## src/rtl/mcrst_pkg.sv

```systemverilog
package mcrst_pkg;

    // Reset lines per cluster and cores per cluster (fixed by the bit layout)
    localparam int LINE_BITS    = 14;
    localparam int CORE_SLOTS   = 4;
    localparam int IDLE_BITS    = 3 * CORE_SLOTS;
    localparam int MAX_CLUSTERS = 4;

    localparam logic [15:0] ASSERT_BASE  = 16'h0520;
    localparam logic [15:0] RELEASE_BASE = 16'h0524;
    localparam logic [15:0] STATUS_BASE  = 16'h1520;
    localparam int          CLUSTER_STEP = 8;

    // Lines of cluster 0 that leave reset released: core0 logic/vector/debug, L2, cluster debug
    localparam logic [LINE_BITS-1:0] BOOT_RELEASED = 14'h2311;

    typedef enum logic [1:0] {
        REG_NONE,
        REG_ASSERT,
        REG_RELEASE,
        REG_STATUS
    } reg_kind_e;

    typedef struct packed {
        reg_kind_e   kind;
        logic [1:0]  cluster;
    } reg_sel_t;

    typedef struct packed {
        logic [CORE_SLOTS-1:0] dbgack;
        logic [CORE_SLOTS-1:0] wfe;
        logic [CORE_SLOTS-1:0] wfi;
    } core_idle_t;

    function automatic reg_sel_t decode_addr(input logic [15:0] a, input int n_clusters);
        reg_sel_t s;
        s.kind    = REG_NONE;
        s.cluster = '0;
        for (int c = 0; c < n_clusters; c++) begin
            if (a == ASSERT_BASE + 16'(CLUSTER_STEP * c)) begin
                s.kind    = REG_ASSERT;
                s.cluster = 2'(c);
            end
            if (a == RELEASE_BASE + 16'(CLUSTER_STEP * c)) begin
                s.kind    = REG_RELEASE;
                s.cluster = 2'(c);
            end
            if (a == STATUS_BASE + 16'(CLUSTER_STEP * c)) begin
                s.kind    = REG_STATUS;
                s.cluster = 2'(c);
            end
        end
        return s;
    endfunction

    function automatic logic [31:0] pack_status(input logic [LINE_BITS-1:0] lines,
                                                input core_idle_t idle);
        return {4'b0000, idle.dbgack, idle.wfe, idle.wfi, 2'b00, lines};
    endfunction

    function automatic logic [LINE_BITS-1:0] init_mask(input int cluster);
        return (cluster == 0) ? ~BOOT_RELEASED : {LINE_BITS{1'b1}};
    endfunction

endpackage

```

## src/rtl/mcrst_line_delay.sv

```systemverilog
module mcrst_line_delay #(
    parameter int LAG  = 16,
    parameter bit INIT = 1'b1
) (
    input  logic clk,
    input  logic rst,
    input  logic set_i,
    input  logic clr_i,
    output logic line_o
);
    localparam int CW = $clog2(LAG + 1);

    logic          pend_q;
    logic [CW-1:0] cnt_q;

    always_ff @(posedge clk) begin
        if (rst) begin
            pend_q <= INIT;
            line_o <= INIT;
            cnt_q  <= '0;
        end else if (set_i || clr_i) begin
            // assert has priority; any write restarts this line's delay
            pend_q <= set_i;
            cnt_q  <= CW'(LAG);
        end else if (cnt_q != '0) begin
            cnt_q <= cnt_q - CW'(1);
            if (cnt_q == CW'(1)) begin
                line_o <= pend_q;
            end
        end
    end
endmodule

```

## src/rtl/mcrst_idle_sync.sv

```systemverilog
module mcrst_idle_sync #(
    parameter int WIDTH = 12
) (
    input  logic             clk,
    input  logic             rst,
    input  logic [WIDTH-1:0] async_i,
    output logic [WIDTH-1:0] sync_o
);
    logic [WIDTH-1:0] meta_q;

    always_ff @(posedge clk) begin
        if (rst) begin
            meta_q <= '0;
            sync_o <= '0;
        end else begin
            meta_q <= async_i;
            sync_o <= meta_q;
        end
    end
endmodule

```

## src/rtl/mcrst_cluster_bank.sv

```systemverilog
module mcrst_cluster_bank
    import mcrst_pkg::*;
#(
    parameter int                   LAG       = 16,
    parameter logic [LINE_BITS-1:0] INIT_MASK = '1
) (
    input  logic                  clk,
    input  logic                  rst,
    input  logic [LINE_BITS-1:0]  set_mask_i,
    input  logic [LINE_BITS-1:0]  clr_mask_i,
    input  logic [CORE_SLOTS-1:0] wfi_i,
    input  logic [CORE_SLOTS-1:0] wfe_i,
    input  logic [CORE_SLOTS-1:0] dbgack_i,
    output logic [LINE_BITS-1:0]  lines_o,
    output logic [31:0]           status_o
);
    core_idle_t           idle_sync;
    logic [IDLE_BITS-1:0] idle_raw;
    logic [IDLE_BITS-1:0] idle_flat;

    for (genvar i = 0; i < LINE_BITS; i++) begin : g_line
        mcrst_line_delay #(
            .LAG  (LAG),
            .INIT (INIT_MASK[i])
        ) line_i (
            .clk    (clk),
            .rst    (rst),
            .set_i  (set_mask_i[i]),
            .clr_i  (clr_mask_i[i]),
            .line_o (lines_o[i])
        );
    end

    assign idle_raw = {dbgack_i, wfe_i, wfi_i};

    mcrst_idle_sync #(
        .WIDTH (IDLE_BITS)
    ) idle_i (
        .clk     (clk),
        .rst     (rst),
        .async_i (idle_raw),
        .sync_o  (idle_flat)
    );

    assign idle_sync = core_idle_t'(idle_flat);
    assign status_o  = pack_status(lines_o, idle_sync);
endmodule

```

## src/rtl/mcrst_top.sv

```systemverilog
module mcrst_top
    import mcrst_pkg::*;
#(
    parameter int NUM_CLUSTERS = 4,
    parameter int RELEASE_LAG  = 16
) (
    input  logic                              clk,
    input  logic                              rst,
    input  logic [15:0]                       bus_addr_i,
    input  logic                              bus_wr_i,
    input  logic [31:0]                       bus_wdata_i,
    output logic [31:0]                       bus_rdata_o,
    input  logic [CORE_SLOTS*NUM_CLUSTERS-1:0] core_wfi_i,
    input  logic [CORE_SLOTS*NUM_CLUSTERS-1:0] core_wfe_i,
    input  logic [CORE_SLOTS*NUM_CLUSTERS-1:0] core_dbgack_i,
    output logic [LINE_BITS*NUM_CLUSTERS-1:0]  line_rst_o
);
    reg_sel_t    sel;
    logic [31:0] status_arr [NUM_CLUSTERS];
    logic        unused_wdata_hi;

    assign sel             = decode_addr(bus_addr_i, NUM_CLUSTERS);
    assign unused_wdata_hi = ^bus_wdata_i[31:LINE_BITS];

    for (genvar c = 0; c < NUM_CLUSTERS; c++) begin : g_cluster
        logic [LINE_BITS-1:0] set_mask;
        logic [LINE_BITS-1:0] clr_mask;
        logic                 hit;

        assign hit      = bus_wr_i && (sel.cluster == 2'(c));
        assign set_mask = (hit && sel.kind == REG_ASSERT)  ? bus_wdata_i[LINE_BITS-1:0] : '0;
        assign clr_mask = (hit && sel.kind == REG_RELEASE) ? bus_wdata_i[LINE_BITS-1:0] : '0;

        mcrst_cluster_bank #(
            .LAG       (RELEASE_LAG),
            .INIT_MASK (init_mask(c))
        ) bank_i (
            .clk        (clk),
            .rst        (rst),
            .set_mask_i (set_mask),
            .clr_mask_i (clr_mask),
            .wfi_i      (core_wfi_i[c*CORE_SLOTS +: CORE_SLOTS]),
            .wfe_i      (core_wfe_i[c*CORE_SLOTS +: CORE_SLOTS]),
            .dbgack_i   (core_dbgack_i[c*CORE_SLOTS +: CORE_SLOTS]),
            .lines_o    (line_rst_o[c*LINE_BITS +: LINE_BITS]),
            .status_o   (status_arr[c])
        );
    end

    always_comb begin
        bus_rdata_o = '0;
        for (int c = 0; c < NUM_CLUSTERS; c++) begin
            if (sel.kind == REG_STATUS && sel.cluster == 2'(c)) begin
                bus_rdata_o = status_arr[c];
            end
        end
    end
endmodule

```

## config.mk

```make
export PLATFORM = sky130hd
export DESIGN_NAME = mcrst_top
export DESIGN_NICKNAME = d
export VERILOG_FILES = /design/src/rtl/mcrst_pkg.sv /design/src/rtl/mcrst_line_delay.sv /design/src/rtl/mcrst_idle_sync.sv /design/src/rtl/mcrst_cluster_bank.sv /design/src/rtl/mcrst_top.sv
export SDC_FILE = /design/constraint.sdc
export NUM_CORES = 1
export LEC_CHECK = 0
export ABC_AREA = 0
export ABC_CLOCK_PERIOD_IN_PS = 6500
export BUFFER_PORTS_ARGS = -buffer_cell sky130_fd_sc_hd__buf_2
export CAP_MARGIN = 15
export CORE_MARGIN = 8
export CORE_UTILIZATION = 45
export CTS_CLUSTER_DIAMETER = 40
export DETAILED_ROUTE_END_ITERATION = 7
export GPL_ROUTABILITY_DRIVEN = 0
export SLEW_MARGIN = 20
export SYNTH_ARGS = -nofsm -noshare
export SYNTH_HDL_FRONTEND = slang
export SYNTH_HIERARCHICAL = 1
export SYNTH_SLANG_ARGS = --single-unit
```

## constraint.sdc

```tcl
create_clock -name clk -period 6.5 [get_ports clk]
set_input_delay 1.95 -clock clk [delete_from_list [all_inputs] [get_ports clk]]
set_output_delay 1.95 -clock clk [all_outputs]
set_load 0.1 [all_outputs]
```

[After elaboration in Yosys (flattened, before gate mapping)]
Index checks and enable logic that the tools add are counted.
Storage, ports and cells
  register bits: 488
  latch bits: 0
  RAM bits: 0
  memory bits (read-only): 0
  input port bits: 99
  output and inout port bits: 88
  word-level logic and storage cells: 851
  memories: 0
Cells by class
  add/sub/neg operators: 56
  $mul: 0
  divide/modulo/power cells: 0
  $lt $le $gt $ge: 0
  equality and inequality tests: 74
  shift operators: 0
  muxes and demuxes: 136
  bitwise operators: 56
  reduce and logical (&&, ||, !) cells: 297
Operator list (number)
  5-bit two-way mux: 112
  5-bit by 1-bit == test with 1-bit output (second input constant): 56
  5-bit nonzero test: 56
  5-bit by 1-bit subtractor with 5-bit output (second input constant): 56
  3-bit AND reduction: 56
  16-bit by 11-bit == test with 1-bit output (second input constant): 8
  14-bit two-way mux: 8
  2-bit nonzero test: 56
  2-bit OR reduction: 56
  32-bit two-way mux: 3
  16-bit by 13-bit == test with 1-bit output (second input constant): 4
  1-bit logical OR: 56
  1-bit NOT: 56
  4-bit two-way mux: 11
  28-bit two-way mux: 1
  1-bit logical AND: 16
  2-bit == test (second input constant): 4
  2-bit by 1-bit == test with 1-bit output (second input constant): 2
  3-bit two-way mux: 1
  2-bit zero test: 1

[Longest topological paths before layout]
  depth in word-level cells: 20
  mapped depth: 8

[By module]
Netlist, hierarchy kept.
By module, submodules not included
  mcrst_line_delay at g_cluster[0].bank_i.g_line[10].line_i ...: times used 51, cells each 37, area each 329.1 sq um, seq. area each 140.1 sq um
  mcrst_idle_sync: times used 4, cells each 50, area each 693.2 sq um, seq. area each 480.5 sq um
  mcrst_top: times used 1, cells each 278, area each 2029.4 sq um, seq. area each 0.0 sq um
  mcrst_line_delay at g_cluster[0].bank_i.g_line[0].line_i ...: times used 5, cells each 38, area each 349.1 sq um, seq. area each 140.1 sq um
  mcrst_cluster_bank: times used 4, cells each 21, area each 153.9 sq um, seq. area each 0.0 sq um

[Least setup slack after synthesis]
Ideal clock, no wire load.
  path type: input to output
  start point: in bus_addr_i[9]
  end point: out bus_rdata_o[0]
  data arrival time: 4169 ps
  required time: 4550 ps
  setup slack: 381 ps
  cell stages on the path: 4
  path through: nor4b_4 nand4_1 clkbuf_1 nor2b_1
On the way
  longest elaborated chain between the ends: 19
  elaborated cells between the ends (all ways): 37
  classes of those cells: eq/ne: 16; mux: 16; reduce/logical: 5
Ends and longest elaborated chain
  start: declaration: line mcrst_top.sv:9  | input logic [15:0] bus_addr_i,
  16-bit by 11-bit == test with 1-bit output: line mcrst_pkg.sv:40  | if (a == ASSERT_BASE + 16'(CLUSTER_STEP * c)) begin
  3-bit two-way mux: line mcrst_pkg.sv:40
  4-bit two-way mux: line mcrst_pkg.sv:44  | if (a == RELEASE_BASE + 16'(CLUSTER_STEP * c)) begin
  4-bit two-way mux: line mcrst_pkg.sv:48  | if (a == STATUS_BASE + 16'(CLUSTER_STEP * c)) begin
  4-bit two-way mux: line mcrst_pkg.sv:40
  4-bit two-way mux: line mcrst_pkg.sv:44
  4-bit two-way mux: line mcrst_pkg.sv:48
  4-bit two-way mux: line mcrst_pkg.sv:40
  [2 not listed]
  4-bit two-way mux: line mcrst_pkg.sv:40
  4-bit two-way mux: line mcrst_pkg.sv:44
  4-bit two-way mux *: line mcrst_pkg.sv:48
  2-bit == test: line mcrst_top.sv:53  | if (sel.kind == REG_STATUS && sel.cluster == 2'(c)) begin
  1-bit logical AND: line mcrst_top.sv:53
  28-bit two-way mux: line mcrst_top.sv:53
  32-bit two-way mux (2 in series): line mcrst_top.sv:53
  32-bit two-way mux *: line mcrst_top.sv:53
  end: declaration: line mcrst_top.sv:12  | output logic [31:0] bus_rdata_o,
Every way passes the cells marked *; elsewhere a longest branch is shown, timed or not.

[Final worst setup path]
  start point: in bus_addr_i[9]
  end point: out bus_rdata_o[5]
The elaborated chain is that of the path after synthesis.

==> impl_results.md <==
- Root buffer selected by CTS: clkbuf_16
- Row count: 84
- GR Overflow Total: 0
- Final Cycle Share: 89.66%
- Synth Warn #: 6
- Worst path slowest cell: nor4b_4
- Hold Path Class: flop to flop
- Async S/R FF share, synth: 0%
- Delay-heaviest family, CP: simple AND/OR/NAND/NOR gates
- Flop and latch count out of synthesis: 488
- Slowest stage delay, CP: between 0.4 and 0.5 ns
- CP arrival: a little under 4 ns
- Worst path cell trace: buf_2 -> nor4b_4 -> nand4_1 -> buf_4 -> nor2b_1 -> buf_2
- Die X-Extent: around 250 um
- Final hold viol count: 0
- CP required: 4.55 ns
- Post-CTS setup buffer count: 0
- Sequential area share after synthesis: 40.80%
- Starting Density: 45.57%
- Largest net degree at the start of global routing: 120
- Port bufs: around 160
- Post-synth EDFFs: 0
- DP HPWL: roughly 40 mm
- Worst slew pin tran: 1.907 ns
- Top FF cell, synth: dfxtp_1
- Vias in the first global route: 19020
- Worst vdd ir: ~300 uV
- Boundary Pins: 187
- Final nets: 3015
- Total global-route track usage: between 10% and 20%
- Clk sink count: roughly 500
- TNS Setup: 0 ns
- Fmax: 171.6 MHz
- Clock Skews: 0.01075 ns
- Clock latency on the worst-skew pair: a little over 0.6 ns
- Met1 wire length: 26.14 mm
- Clk slew on worst S/H paths: about 0.05 ns
- Die ar.: 60850 sq um
- Layout Area Growth over Synthesis: 16.69%
- Synth unique cells: 44
- # resized after CTS: 0
- Met2 wire length: 27.79 mm
- Cell mode on critical path: buf_2
- Hold buffer count at CTS: 0
- Vias: 19150
- Detail Route Antenna Nets: 0
- Worst setup EP type: primary output
- Initial DRC count: between 900 and 1000
- Critical Path Source Type: input pin
- Crit Path Class: input pin to primary output
- Share of cells above drive strength 1: between 10% and 20%
- First-pass GRT wire length: 94.99 mm
- Avg Cell Area, Syn: 9.074 sq um
- Cells after Synth: 2639
- Post-Syn Area: 23950 sq um
- Finished Cell Area: 27940 sq um
- Number of detailed-route iterations in the first pass: 5
- Max-slew violation count: 6
- DR DRC count: 0
- Number of CTS-inserted buffers: 85
- Core ar.: 52550 sq um
- RSZ-0062 raised after global routing: no
- CTS tree: built
- H-Tree Depth: 3
- Slew margin rel.: -27.40%
- Max Cap Violations: 0
- Initial antenna violation count: 3
- Status: finished with violations
- Final wirelength: just under 60 mm
- Leak pwr: 11.91 nW
- Clock tree buffer depth: 3
- Final setup vio count: 0
- CP Buf/Inv Count: 3
- Die Ht: 246.7 um
- Fin Hold WS: 0.4247 ns
- Minimum clock period: ~6 ns
- Routed len/inst: between 15 and 20 um
- DP Area: 25010 sq um
- Violated checks: max-slew violations
- Vias/cell: 5.372
- Fill cells: 4770
- Uppermost routed layer: met5
- Routed met3 length: between 3 and 4 mm
- Pwr/cell area: 525.2 nW/um^2
- Max Fanout on Critical Path: 8
through the flow:
stage,util [%],power (W),cells,setup slack (ns)
final,53.17,0.01468,3564,0.6721
after global routing,53.16,0.01569,3561,0.5628
after CTS,53.16,0.01482,3561,0.6592
after detailed placement,47.59,0.01016,3405,0.6728
after global placement,47.59,0.009878,3405,0.7256
after floorplan,-,0.009233,2659,0.3807
cell families (layout without fill, tap and decap cells):
kind of cell | after synthesis | in the layout | synth area share, %
buffers and inverters | 414 | 628 | 8.261
xor gates and xnor gates | 56 | 56 | 2.048
and+or+nand+nor | 1135 | 1135 | 28.19
DFF | 488 | 488 | 40.80
adders and majority gates | 112 | 112 | 5.852
muxes | 37 | 37 | 3.219
AOI/OAI and AO/OA | 393 | 393 | 11.57
other | 4 | 27 | 0.06268
area by class of cell:
cell class | instances | area (sq um) | area share [%]
Clock buffer | 108 | 2346 | 8.396
Inverter | 289 | 1085 | 3.882
Clock inverter | 48 | 580.6 | 2.078
Sequential cell | 488 | 9769 | 34.96
Multi-Input combinational cell | 1757 | 12280 | 43.93
Antenna cell | 3 | 7.507 | 0.02687
Timing Repair Buffer | 183 | 1018 | 3.645
Tap cell | 688 | 860.8 | 3.081
report_power, final:
part | leakage [nW] | switching, W | internal (W)
Combinational | 6.47 | 0.00313 | 0.00242
Sequential | 4.01 | 0.000824 | 0.00376
Clock | 1.43 | 0.00158 | 0.00297
Total | 11.9 | 0.00553 | 0.00914
sequential cells by signal, summed over array words and instances, names as in the netlist:
signal                                 cells
g_cluster.bank_i/g_line.line_i/cnt_q     280
g_cluster.bank_i/g_line.line_i/line_o     56
g_cluster.bank_i/g_line.line_i/pend_q     56
g_cluster.bank_i/idle_i/meta_q            48
g_cluster.bank_i/idle_i/sync_o            48
final timing paths:
check | start | to | slack, ns | depth (start not counted)
worst max-delay path | bus_addr_i[9] | bus_rdata_o[5] | 0.67 | 6
worst min-delay path | g_cluster[2].bank_i/idle_i/meta_q[10] | g_cluster[2].bank_i/idle_i/sync_o[10] | 0.42 | 1
worst max register to register | g_cluster[1].bank_i/g_line[10].line_i/cnt_q[0] | g_cluster[1].bank_i/g_line[10].line_i/line_o | 4.74 | 5
worst min register to register | g_cluster[2].bank_i/idle_i/meta_q[10] | g_cluster[2].bank_i/idle_i/sync_o[10] | 0.42 | 1
cell usage in the layout, fill, tap and decap left out, drive strengths merged, types with 6 or more instances in the layout:
master / instances
nor4b: 66
nor4: 29
a211oi: 57
o31ai: 56
or3: 56
ha: 112
xnor2: 56
clkinvlp: 6
clkbuf: 108
nand4: 7
clkinv: 17
nor2b: 114
nand3: 6
a21oi: 117
bufinv: 10
or4b: 107
and4: 14
nand3b: 51
inv: 304
nand2: 132
conb: 24
nor2: 344
and2b: 16
dfxtp: 488
nor3: 187
o21ai: 102
buf: 183
o311ai: 51
mux4: 32
per-layer routing:
metal | up-vias | global-route usage, %
li1 | 9518 | -
met1 | 9137 | 23.41
met2 | 370 | 32.10
met3 | 119 | 4.510
met4 | 2 | 6.512
met5 | - | 0
synthesized netlist by cell type, drive strengths merged, types with 32 or more instances:
library cell	count	area share, %
a211oi	57	3.0
a21oi	117	2.4
buf	103	3.4
dfxtp	488	41
ha	112	5.9
inv	289	4.5
mux4	32	3.0
nand2	132	2.1
nand3b	51	1.6
nor2	344	5.4
nor2b	114	3.6
nor3	187	3.9
nor4b	66	2.5
o21ai	102	2.1
o311ai	51	1.9
o31ai	56	1.8
or3	56	1.5
or4b	107	5.4
xnor2	56	2.0
No activity file was read; power rests on OpenSTA's default activity.
